$ cat src/rtl/pma_pkg.sv
package pma_pkg;
  // empty marker for allocation result and queue heads
  localparam logic [7:0] PMA_NONE = 8'h80;

  // register addresses
  localparam logic [2:0] A_CMD    = 3'd0;
  localparam logic [2:0] A_PNUM   = 3'd1;
  localparam logic [2:0] A_ARES   = 3'd2;
  localparam logic [2:0] A_DONE   = 3'd3;
  localparam logic [2:0] A_RXHEAD = 3'd4;
  localparam logic [2:0] A_ISTAT  = 3'd5;
  localparam logic [2:0] A_IMASK  = 3'd6;
  localparam logic [2:0] A_USED   = 3'd7;

  // command codes, taken from write data bits 7:5
  localparam logic [2:0] C_NOP     = 3'd0;
  localparam logic [2:0] C_TXALLOC = 3'd1;
  localparam logic [2:0] C_UNITRST = 3'd2;
  localparam logic [2:0] C_RXPOP   = 3'd3;
  localparam logic [2:0] C_RXFREE  = 3'd4;
  localparam logic [2:0] C_RELEASE = 3'd5;
  localparam logic [2:0] C_TXPUSH  = 3'd6;
  localparam logic [2:0] C_TXCLR   = 3'd7;

  // status bit positions
  localparam int IB_RCV   = 0;
  localparam int IB_TX    = 1;
  localparam int IB_TXE   = 2;
  localparam int IB_ALLOC = 3;

  // bits an acknowledge write may clear
  localparam logic [7:0] ACK_CLEARABLE = 8'hD6;
endpackage

$ cat src/rtl/pma_fifo.sv
module pma_fifo #(
  parameter int DEPTH = 4,
  parameter int W     = 2,
  localparam int AW   = (DEPTH > 1) ? $clog2(DEPTH) : 1,
  localparam int CW   = $clog2(DEPTH + 1)
) (
  input  logic          clk,
  input  logic          rst_n,
  input  logic          clear,
  input  logic          push,
  input  logic [W-1:0]  push_data,
  input  logic          pop,
  output logic [W-1:0]  head,
  output logic [CW-1:0] count
);
  logic [W-1:0]  mem [DEPTH];
  logic [AW-1:0] rd_ptr, wr_ptr;
  logic          do_push, do_pop;

  function automatic logic [AW-1:0] step(input logic [AW-1:0] p);
    return (p == AW'(DEPTH - 1)) ? '0 : p + AW'(1);
  endfunction

  // full queue drops the push; empty queue ignores the pop
  assign do_push = push && (count != CW'(DEPTH));
  assign do_pop  = pop && (count != '0);
  assign head    = mem[rd_ptr];

  always_ff @(posedge clk) begin
    if (!rst_n) begin
      rd_ptr <= '0;
      wr_ptr <= '0;
      count  <= '0;
    end else if (clear) begin
      rd_ptr <= '0;
      wr_ptr <= '0;
      count  <= '0;
    end else begin
      if (do_push) wr_ptr <= step(wr_ptr);
      if (do_pop)  rd_ptr <= step(rd_ptr);
      count <= count + CW'(do_push) - CW'(do_pop);
    end
  end

  always_ff @(posedge clk) begin
    if (do_push && !clear) mem[wr_ptr] <= push_data;
  end
endmodule

$ cat src/rtl/pma_pool.sv
module pma_pool #(
  parameter int NUM_PAGES = 4,
  localparam int PG_W     = $clog2(NUM_PAGES)
) (
  input  logic                 clk,
  input  logic                 rst_n,
  input  logic                 clear,
  input  logic [NUM_PAGES-1:0] rel_mask,
  input  logic                 rx_take,
  input  logic                 cmd_take,
  output logic [NUM_PAGES-1:0] bitmap,
  output logic                 rx_ok,
  output logic [PG_W-1:0]      rx_idx,
  output logic                 cmd_ok,
  output logic [PG_W-1:0]      cmd_idx
);
  logic [NUM_PAGES-1:0] after_rx, free_now, free_cmd;

  function automatic logic [PG_W-1:0] lowest_set(input logic [NUM_PAGES-1:0] v);
    logic [PG_W-1:0] r;
    r = '0;
    for (int i = NUM_PAGES - 1; i >= 0; i--) begin
      if (v[i]) r = PG_W'(i);
    end
    return r;
  endfunction

  function automatic logic [NUM_PAGES-1:0] page_bit(input logic [PG_W-1:0] i);
    return NUM_PAGES'(1) << i;
  endfunction

  // receive sees the pool as of the start of the cycle
  assign free_now = ~bitmap;
  assign rx_ok    = |free_now;
  assign rx_idx   = lowest_set(free_now);

  // commands see this cycle's releases and the receive grant
  assign after_rx = (bitmap & ~rel_mask) | (rx_take ? page_bit(rx_idx) : '0);
  assign free_cmd = ~after_rx;
  assign cmd_ok   = |free_cmd;
  assign cmd_idx  = lowest_set(free_cmd);

  always_ff @(posedge clk) begin
    if (!rst_n || clear) bitmap <= '0;
    else bitmap <= after_rx | ((cmd_take && cmd_ok) ? page_bit(cmd_idx) : '0);
  end
endmodule

$ cat src/rtl/pma_irq.sv
module pma_irq
  import pma_pkg::*;
(
  input  logic       clk,
  input  logic       rst_n,
  input  logic       txq_empty,
  input  logic       done_busy,
  input  logic       rx_set,
  input  logic       rx_pop_upd,
  input  logic       rx_left,
  input  logic       alloc_clr,
  input  logic       alloc_set,
  input  logic       ack_wr,
  input  logic [7:0] ack_val,
  input  logic       mask_wr,
  input  logic [7:0] mask_val,
  output logic [7:0] status,
  output logic [7:0] mask,
  output logic       irq
);
  logic       rcv_q, alloc_q, txe_q, tx_q;
  logic [7:0] ack_clr;

  assign ack_clr = ack_wr ? (ack_val & ACK_CLEARABLE) : 8'h00;

  always_comb begin
    status            = 8'h00;
    status[IB_RCV]    = rcv_q;
    status[IB_TX]     = tx_q | done_busy;
    status[IB_TXE]    = txe_q | txq_empty;
    status[IB_ALLOC]  = alloc_q;
  end

  assign irq = |(status & mask);

  always_ff @(posedge clk) begin
    if (!rst_n) begin
      rcv_q   <= 1'b0;
      alloc_q <= 1'b0;
      txe_q   <= 1'b0;
      tx_q    <= 1'b0;
      mask    <= 8'h00;
    end else begin
      // sticky copies of the live conditions, cleared only by acknowledge
      txe_q <= status[IB_TXE] & ~ack_clr[IB_TXE];
      tx_q  <= status[IB_TX]  & ~ack_clr[IB_TX];
      if (rx_pop_upd)  rcv_q <= rx_left;
      else if (rx_set) rcv_q <= 1'b1;
      if (alloc_clr)      alloc_q <= alloc_set;
      else if (alloc_set) alloc_q <= 1'b1;
      if (mask_wr) mask <= mask_val;
    end
  end
endmodule

$ cat src/rtl/pma_alloc_unit.sv
module pma_alloc_unit
  import pma_pkg::*;
#(
  parameter int NUM_PAGES = 4,
  parameter int QDEPTH    = NUM_PAGES,
  localparam int PG_W     = $clog2(NUM_PAGES),
  localparam int CW       = $clog2(QDEPTH + 1),
  localparam int UW       = $clog2(NUM_PAGES + 1)
) (
  input  logic            clk,
  input  logic            rst_n,
  input  logic            reg_wr,
  input  logic [2:0]      reg_addr,
  input  logic [7:0]      reg_wdata,
  output logic [7:0]      reg_rdata,
  input  logic            rx_req,
  output logic            rx_grant,
  output logic [PG_W-1:0] rx_page,
  input  logic            tx_enable,
  input  logic            auto_release,
  output logic            tx_valid,
  input  logic            tx_ready,
  output logic [PG_W-1:0] tx_page,
  output logic            irq
);
  // register state
  logic [7:0] pnum_q, alloc_res;
  logic [7:0] int_status, int_mask;

  // decoded events, named for the checker
  logic       cmd_w, ack_w, mask_w;
  logic [2:0] cmd_code;
  logic       c_txalloc, c_unitrst, c_rxpop, c_rxfree, c_release, c_txpush, c_txclr;
  logic       ev_drain, ev_release, ev_retry, ev_take, ev_alloc_hit;
  logic       pn_ok;
  logic [PG_W-1:0] pn_idx;

  // queue and pool wires
  logic [PG_W-1:0] txq_head, rxq_head, doneq_head;
  logic [CW-1:0]   txq_cnt, rxq_cnt, doneq_cnt;
  logic            txq_empty, rxq_empty, doneq_empty, rxq_full;
  logic [NUM_PAGES-1:0] bitmap, rel_mask;
  logic            rx_ok, cmd_ok;
  logic [PG_W-1:0] cmd_idx;
  logic            rx_pop_upd, rx_left;

  function automatic logic [UW-1:0] pages_taken(input logic [NUM_PAGES-1:0] v);
    logic [UW-1:0] n;
    n = '0;
    for (int i = 0; i < NUM_PAGES; i++) n = n + UW'(v[i]);
    return n;
  endfunction

  function automatic logic [7:0] head_byte(input logic empty, input logic [PG_W-1:0] h);
    return empty ? PMA_NONE : 8'(h);
  endfunction

  function automatic logic [NUM_PAGES-1:0] page_bit(input logic [PG_W-1:0] i);
    return NUM_PAGES'(1) << i;
  endfunction

  // decode
  assign cmd_w     = reg_wr && (reg_addr == A_CMD);
  assign ack_w     = reg_wr && (reg_addr == A_ISTAT);
  assign mask_w    = reg_wr && (reg_addr == A_IMASK);
  assign cmd_code  = reg_wdata[7:5];
  assign c_txalloc = cmd_w && (cmd_code == C_TXALLOC);
  assign c_unitrst = cmd_w && (cmd_code == C_UNITRST);
  assign c_rxpop   = cmd_w && (cmd_code == C_RXPOP);
  assign c_rxfree  = cmd_w && (cmd_code == C_RXFREE);
  assign c_release = cmd_w && (cmd_code == C_RELEASE);
  assign c_txpush  = cmd_w && (cmd_code == C_TXPUSH);
  assign c_txclr   = cmd_w && (cmd_code == C_TXCLR);

  assign pn_ok  = pnum_q < 8'(NUM_PAGES);
  assign pn_idx = pnum_q[PG_W-1:0];

  assign txq_empty   = (txq_cnt == '0);
  assign rxq_empty   = (rxq_cnt == '0);
  assign doneq_empty = (doneq_cnt == '0);
  assign rxq_full    = (rxq_cnt == CW'(QDEPTH));

  // receive side
  assign rx_grant = rx_req && rx_ok && !rxq_full;

  // transmit side
  assign tx_valid = tx_enable && !txq_empty;
  assign tx_page  = txq_head;
  assign ev_drain = tx_valid && tx_ready;

  // page releases of this cycle
  assign rel_mask = ((ev_drain && auto_release)    ? page_bit(txq_head) : '0)
                  | ((c_rxfree && !rxq_empty)      ? page_bit(rxq_head) : '0)
                  | ((c_release && pn_ok)          ? page_bit(pn_idx)   : '0);
  assign ev_release   = (ev_drain && auto_release) || (c_rxfree && !rxq_empty)
                     || (c_release && pn_ok);
  assign ev_retry     = ev_release && (alloc_res == PMA_NONE) && !c_txalloc;
  assign ev_take      = (c_txalloc || ev_retry) && !c_unitrst;
  assign ev_alloc_hit = ev_take && cmd_ok;

  // receive status update after a real pop
  assign rx_pop_upd = (c_rxpop || c_rxfree) && !rxq_empty;
  assign rx_left    = (rxq_cnt > CW'(1)) || rx_grant;

  pma_pool #(.NUM_PAGES(NUM_PAGES)) u_pool (
    .clk      (clk),
    .rst_n    (rst_n),
    .clear    (c_unitrst),
    .rel_mask (rel_mask),
    .rx_take  (rx_grant),
    .cmd_take (ev_take),
    .bitmap   (bitmap),
    .rx_ok    (rx_ok),
    .rx_idx   (rx_page),
    .cmd_ok   (cmd_ok),
    .cmd_idx  (cmd_idx)
  );

  pma_fifo #(.DEPTH(QDEPTH), .W(PG_W)) u_txq (
    .clk       (clk),
    .rst_n     (rst_n),
    .clear     (c_unitrst || c_txclr),
    .push      (c_txpush && pn_ok),
    .push_data (pn_idx),
    .pop       (ev_drain),
    .head      (txq_head),
    .count     (txq_cnt)
  );

  pma_fifo #(.DEPTH(QDEPTH), .W(PG_W)) u_rxq (
    .clk       (clk),
    .rst_n     (rst_n),
    .clear     (c_unitrst),
    .push      (rx_grant),
    .push_data (rx_page),
    .pop       (c_rxpop || c_rxfree),
    .head      (rxq_head),
    .count     (rxq_cnt)
  );

  pma_fifo #(.DEPTH(QDEPTH), .W(PG_W)) u_doneq (
    .clk       (clk),
    .rst_n     (rst_n),
    .clear     (c_unitrst || c_txclr),
    .push      (ev_drain && !auto_release),
    .push_data (txq_head),
    .pop       (ack_w && reg_wdata[IB_TX]),
    .head      (doneq_head),
    .count     (doneq_cnt)
  );

  pma_irq u_irq (
    .clk        (clk),
    .rst_n      (rst_n),
    .txq_empty  (txq_empty),
    .done_busy  (!doneq_empty),
    .rx_set     (rx_grant),
    .rx_pop_upd (rx_pop_upd),
    .rx_left    (rx_left),
    .alloc_clr  (c_txalloc),
    .alloc_set  (ev_alloc_hit),
    .ack_wr     (ack_w),
    .ack_val    (reg_wdata),
    .mask_wr    (mask_w),
    .mask_val   (reg_wdata),
    .status     (int_status),
    .mask       (int_mask),
    .irq        (irq)
  );

  // packet number and allocation result
  always_ff @(posedge clk) begin
    if (!rst_n) begin
      pnum_q    <= 8'h00;
      alloc_res <= 8'h00;
    end else begin
      if (reg_wr && (reg_addr == A_PNUM)) pnum_q <= reg_wdata;
      if (c_unitrst)    alloc_res <= 8'h00;
      else if (ev_take) alloc_res <= cmd_ok ? 8'(cmd_idx) : PMA_NONE;
    end
  end

  // read mux
  always_comb begin
    reg_rdata = 8'h00;
    case (reg_addr)
      A_PNUM:   reg_rdata = pnum_q;
      A_ARES:   reg_rdata = alloc_res;
      A_DONE:   reg_rdata = head_byte(doneq_empty, doneq_head);
      A_RXHEAD: reg_rdata = head_byte(rxq_empty, rxq_head);
      A_ISTAT:  reg_rdata = int_status;
      A_IMASK:  reg_rdata = int_mask;
      A_USED:   reg_rdata = 8'(pages_taken(bitmap));
      default:  reg_rdata = 8'h00;
    endcase
  end
endmodule

$ cat config.mk
export PLATFORM = sky130hd
export DESIGN_NAME = pma_alloc_unit
export DESIGN_NICKNAME = d
export VERILOG_FILES = /design/src/rtl/pma_pkg.sv /design/src/rtl/pma_fifo.sv /design/src/rtl/pma_pool.sv /design/src/rtl/pma_irq.sv /design/src/rtl/pma_alloc_unit.sv
export SDC_FILE = /design/constraint.sdc
export NUM_CORES = 1
export LEC_CHECK = 0
export BUFFER_PORTS_ARGS = -buffer_cell sky130_fd_sc_hd__buf_4
export CAP_MARGIN = 25
export CORE_MARGIN = 2
export CORE_UTILIZATION = 35
export CTS_BUF_LIST = sky130_fd_sc_hd__clkbuf_4 sky130_fd_sc_hd__clkbuf_8
export DETAILED_ROUTE_END_ITERATION = 10
export HOLD_SLACK_MARGIN = 0.08
export SLEW_MARGIN = 20
export SYNTH_ARGS = -nofsm -noshare
export SYNTH_HDL_FRONTEND = slang
export SYNTH_HIERARCHICAL = 1
export SYNTH_SLANG_ARGS = --single-unit
$ cat constraint.sdc
create_clock -name clk -period 5.6 [get_ports clk]
set_input_delay 1.12 -clock clk [delete_from_list [all_inputs] [get_ports clk]]
set_output_delay 1.12 -clock clk [all_outputs]
set_load 0.01 [all_outputs]
## Word level (Yosys, flattened, before mapping)

Memories as Yosys holds them, arrays and structs flattened. A register that Yosys moved wholly into a read port is not among the register bits.
Cells that the tools add are included.

| operators by class | value |
|---|---|
| equality and inequality tests | 25 |
| shifts and indexed selects | 5 |
| multipliers | 0 |
| div/mod/pow operators | 0 |
| mux-type cells | 40 |
| $add $sub $neg | 15 |
| bitwise gates (word level) | 16 |
| magnitude comparators | 2 |
| reduce and logical (&&, ||, !) cells | 65 |

Operators by type and width:

| kind | count |
|---|---|
| 8-bit case mux with 7 select lines | 1 |
| 2-bit two-way mux | 20 |
| 1-bit logical AND | 35 |
| 3-bit equality test, second input constant | 9 |
| 8-bit two-way mux | 3 |
| 4-bit two-way mux | 5 |
| 1-bit by 2-bit << shifter with 4-bit output, first input constant | 5 |
| 4-bit OR | 4 |
| 2-bit by 1-bit adder with 2-bit output, second input constant | 6 |
| 3-bit by 1-bit adder with 3-bit output | 4 |
| 2-bit equality test, second input constant | 6 |
| 3-bit by 2-bit equality test with 1-bit output, second input constant | 4 |
| 3-bit zero test | 4 |
| 4-bit inverter | 3 |
| 1-bit two-way mux | 10 |
| 1-bit zero test | 9 |
| 3-bit inequality test, second input constant | 3 |
| 3-bit nonzero test | 3 |
| 3-bit by 1-bit subtractor with 3-bit output | 3 |
| 4-bit by 8-bit AND with 8-bit output | 1 |
| 8-bit equality test, second input constant | 1 |
| 8-bit by 3-bit < comparator with 1-bit output, second input constant | 1 |
| 4-bit OR reduction | 2 |
| 8-bit OR reduction | 1 |
| other kinds (12) | 25 |

| storage, ports and cells | value |
|---|---|
| output and inout port bits | 15 |
| memory bits (writable) | 24 |
| bits in registers | 53 |
| latch bits | 0 |
| word-level logic and storage cells | 188 |
| memories | 3 |
| memory bits (read-only) | 0 |

Memory list:

| memory | words | width | rd ports | clocked after memory_dff | write ports | line | RTL |
|---|---|---|---|---|---|---|---|
| u_doneq.mem | 4 | 2 | 1 | 1 | 1 | pma_fifo.sv:16 | `logic [W-1:0] mem [DEPTH];` |
| u_rxq.mem | 4 | 2 | 1 | 1 | 1 | pma_fifo.sv:16 |  |
| u_txq.mem | 4 | 2 | 1 | 1 | 1 | pma_fifo.sv:16 |  |

## Longest topological paths before layout

| logic depth | value |
|---|---|
| depth after elaboration | 19 |
| mapped depth | 15 |

## Hierarchy

Netlist, hierarchy kept.

Modules (own cells, without submodules):

| module | seq. area each (um^2) | times used | area each (um^2) | cells each |
|---|---|---|---|---|
| pma_fifo at u_rxq ... | 420.4 | 2 | 777.0 | 58 |
| pma_alloc_unit | 220.2 | 1 | 1159.9 | 147 |
| pma_fifo at u_doneq | 420.4 | 1 | 784.5 | 59 |
| pma_irq | 240.2 | 1 | 513.0 | 49 |
| pma_pool | 80.1 | 1 | 320.3 | 34 |

## Least setup slack after synthesis

OpenSTA, ideal clock, no wires.

| timing | value |
|---|---|
| kind | input port to flip-flop |
| from | input port reg_wdata[7] |
| to | register u_txq.count[2] |
| buffers on the path | 0 |
| cell stages on the path | 12 |
| data required time | 5.485 ns |
| slack | 1.902 ns |
| arrival | 3.583 ns |
| cell sequence | or4b_1 -> nor4_1 -> nor3b_1 -> o31ai_4 -> ha_1 -> inv_1 -> ha_1 -> inv_1 -> fa_1 -> xnor2_1 -> xnor2_1 -> nor2_1 |

| between the ends | value |
|---|---|
| longest elaborated chain between the ends | 6 |
| elaborated cells between the ends (all ways) | 12 |
| classes of those cells | add/sub (2); eq/ne (3); reduce/logical (7) |

RTL lines:

| element | line | RTL |
|---|---|---|
| start, declared | pma_alloc_unit.sv:14 | `input logic [7:0] reg_wdata,` |
| 3-bit equality test | pma_alloc_unit.sv:72 | `assign c_txpush = cmd_w && (cmd_code == C_TXPUSH);` |
| 1-bit logical AND | pma_alloc_unit.sv:72 |  |
| 1-bit logical AND | pma_alloc_unit.sv:123 | `.push (c_txpush && pn_ok),` |
| 1-bit logical AND | pma_fifo.sv:25 | `assign do_push = push && (count != CW'(DEPTH));` |
| 3-bit by 1-bit adder with 3-bit output | pma_fifo.sv:41 | `count <= count + CW'(do_push) - CW'(do_pop);` |
| 3-bit by 1-bit subtractor with 3-bit output | pma_fifo.sv:41 |  |
| end signal, assigned | pma_fifo.sv:41 |  |
| end, declared | pma_fifo.sv:14 | `output logic [CW-1:0] count` |

Several ways; a longest one is shown, not always the timed one.
A chain may end at the register's enable or synchronous reset.

## Worst setup path in the final report

| timing | value |
|---|---|
| from | register u_pool.bitmap[0] |
| to | output port reg_rdata[1] |

| between the ends | value |
|---|---|
| longest elaborated chain between the ends | 4 |

RTL lines:

| element | line | RTL |
|---|---|---|
| start, declared | pma_pool.sv:11 | `output logic [NUM_PAGES-1:0] bitmap,` |
| start signal, assigned | pma_pool.sv:45 | `else bitmap <= after_rx \| ((cmd_take && cmd_ok) ? page_bit(cmd_idx) : '0);` |
| 1-bit by 1-bit adder with 2-bit output | pma_alloc_unit.sv:50 | `for (int i = 0; i < NUM_PAGES; i++) n = n + UW'(v[i]);` |
| 2-bit by 1-bit adder with 3-bit output | pma_alloc_unit.sv:50 |  |
| 3-bit by 1-bit adder with 3-bit output | pma_alloc_unit.sv:50 |  |
| 8-bit case mux with 7 select lines | pma_alloc_unit.sv:186 | `case (reg_addr)` |
| end, declared | pma_alloc_unit.sv:15 | `output logic [7:0] reg_rdata,` |

Every way passes these cells.

==> flow_metrics.tcl <==
set metrics [dict create \
    cts_resized 0 \
    synth-simple-area-share 0.203 \
    dieArea_um2 13300 \
    met1_usage 0.203 \
    antenna_found_initial 0 \
    crit_fanout 8 \
    crit_type "register to output port" \
    synth_compound_area_frac 0.135 \
    cts.sinks 78 \
    placedCellCount 590 \
    rows 40 \
    grt_pass1_vias 3232 \
    setup_tns_ps 0 \
    grt_use_met3 0.0337 \
    critPathRequiredTime_ps 4480 \
    gp_congestion 0.869 \
    synth_fa_ha_area_frac 0.0849 \
    syn_to_final_growth_pct 13.1 \
    period_share 0.693 \
    drv_cap 0 \
    post-place-ws_ps 1380 \
    cellLeakagePower_nw 1.89 \
    start_util 0.359 \
    final_cell_mix "dfxtp_1, buf_4, nand2_1" \
    grt-busiest-layer "met2" \
    grtUsageMet2 0.256 \
    grt_remaining_overflow 0 \
    diodes 0 \
    vias 3087 \
    synth_flop_cell "dfxtp_1" \
    die_h_um 115 \
    skew_ps 22.9 \
    finalSetupViolations 0 \
    groute.usage.overall 0.157 \
    cts_max_level 3 \
    firstDrtPassIters 4 \
    grt_max_degree 21 \
    yosysWarnings 6 \
    synth-seq-cells 78 \
    cts_buffers 9 \
    clk_latency_ps 370 \
    drcViolationCount 0 \
    cts_buffer_depth 2 \
    seq_area_frac_synth 0.416 \
    post_cts_buffers 0 \
    detail-route-antenna-nets 0 \
    wirelength_um 9680 \
    vias_per_cell 5.09 \
    synth-xor-area-share 0.0121 \
    core_area_um2 12100 \
    fin_nets 478 \
    cp.arrival_ps 2760 \
    ctsHoldBuffers 0 \
    io_pins 33 \
    final_util 0.406 \
    fmax_mhz 258 \
    path_clk_slew_ps 90 \
    syn_inst 405 \
    cts_tree "built" \
    rsz0062_at_grt "no" \
    max_slew.worst_pin.slew_ps 995 \
    portBuffers 32 \
    endpoint_kind "output port" \
    holdCritPathClass "register to register" \
    wire_per_inst_um 16.0 \
    slew_violations 0 \
    regToRegSetupSlack_ps 2190 \
    status "finished clean" \
    grt_pass1_wl_um 16100 \
    post-dp-hpwl_um 7280 \
    synthMuxAreaShare 0.0994 \
    final.setup.worst_slack_ps 1720 \
    synth_edf_count 24 \
    first_iter_violations 190 \
    die_w_um 115 \
    mostFrequentLayoutCell "dfxtp_1" \
    peakVddDrop_mv 0.155 \
    avgSynthCellArea_um2 10.7 \
    synth_area_um2 4330 \
    synth_top_family_by_area "simple AND/OR/NAND/NOR gates" \
    fillers 1167 \
    hold_violations 0 \
    min_period_ps 3880 \
    slew_headroom 0.332 \
    synth-async-reset-ratio 0 \
    cts_root_buffer "clkbuf_8" \
    layout-drive-gt1-share 0.196 \
    ys_types 70 \
    powerDensity_nw_per_um2 274 \
    critPathLaunchType "register" \
    instances_no_fill 606 \
]
## kinds of logic after synthesis
family          after synthesis
simple gates                145
buf+inv                      46
fa+ha+maj                    27
xor+xnor                      6
other cells                   1
flops                        78
mux                          35
compound gates               67
## worst paths after layout
kind | startpoint | depth (start not counted) | end
max | u_pool/bitmap[0]$_SDFF_PP0_ | 8 | reg_rdata[1]
min | alloc_res[0]$_SDFFE_PP0P_ | 2 | alloc_res[0]$_SDFFE_PP0P_
max reg2reg | pnum_q[4]$_SDFFE_PN0P_ | 12 | u_txq/count[2]$_SDFF_PP0_
min reg2reg | alloc_res[0]$_SDFFE_PP0P_ | 2 | alloc_res[0]$_SDFFE_PP0P_
## cell usage after synthesis, types with 7 or more instances
master,instances,share of area
nor2_1,21,0.018
buf_4,7,0.012
nand2_1,27,0.023
mux2i_1,25,0.058
a21oi_1,12,0.014
inv_1,24,0.021
nor3b_1,16,0.028
nor2b_1,17,0.025
edfxtp_1,24,0.17
ha_1,23,0.066
dfxtp_1,54,0.25
a22o_1,11,0.022
clkbuf_1,7,0.0061
nor3_1,10,0.012
## stage by stage
step | hold slack [ps] | area, um2 | power (mW)
after global placement | 473 | 4690 | 0.884
after CTS | 494 | 4900 | 1.36
after global routing | 515 | 4900 | 1.41
final | 494 | 4900 | 1.34
after floorplan | 444 | 4340 | 0.820
after detailed placement | 481 | 4690 | 0.892
## sequential cells by signal, indices dropped and copies added, names as in the netlist, 2 cells and up, named ones only
name	flops
pnum_q	8
u_doneq/mem	8
u_irq/mask	8
u_rxq/mem	8
u_txq/mem	8
u_pool/bitmap	4
alloc_res	3
u_doneq/count	3
u_rxq/count	3
u_txq/count	3
u_doneq/rd_ptr	2
u_doneq/wr_ptr	2
u_rxq/rd_ptr	2
u_rxq/wr_ptr	2
u_txq/rd_ptr	2
u_txq/wr_ptr	2
## layout make-up
| class | count | area [um2] | area share |
|---|---|---|---|
| inverters | 28 | 105 | 0.0215 |
| multi-input cells | 284 | 2330 | 0.476 |
| clock inverters | 7 | 86.3 | 0.0176 |
| repair buffers | 32 | 240 | 0.0490 |
| well taps | 168 | 210 | 0.0429 |
| flip-flops and latches | 78 | 1800 | 0.368 |
| clock buffers | 9 | 124 | 0.0253 |
## critical path: stages, from the launching register on
cell and delay [ps]:
dfxtp_1 510, fa_1 470, ha_1 200, ha_1 280, mux2_2 260, a22oi_1 150
a21oi_1 90, a221o_1 290, buf_4 150
## report_power, final
group          leakage, nW  switching (mW)  internal, mW
logic                 1.12           0.131         0.101
clock network        0.105           0.244         0.217
registers            0.665          0.0367         0.612
## routing by layer
metal / share of wire / wire (um) / vias up
met5: 0 / 0 / -
met1: 0.47 / 4530 / 1469
li1: - / - / 1533
met4: 0.024 / 232 / 0
met2: 0.47 / 4550 / 66
met3: 0.037 / 362 / 19
(Power assumes the default switching activity.)
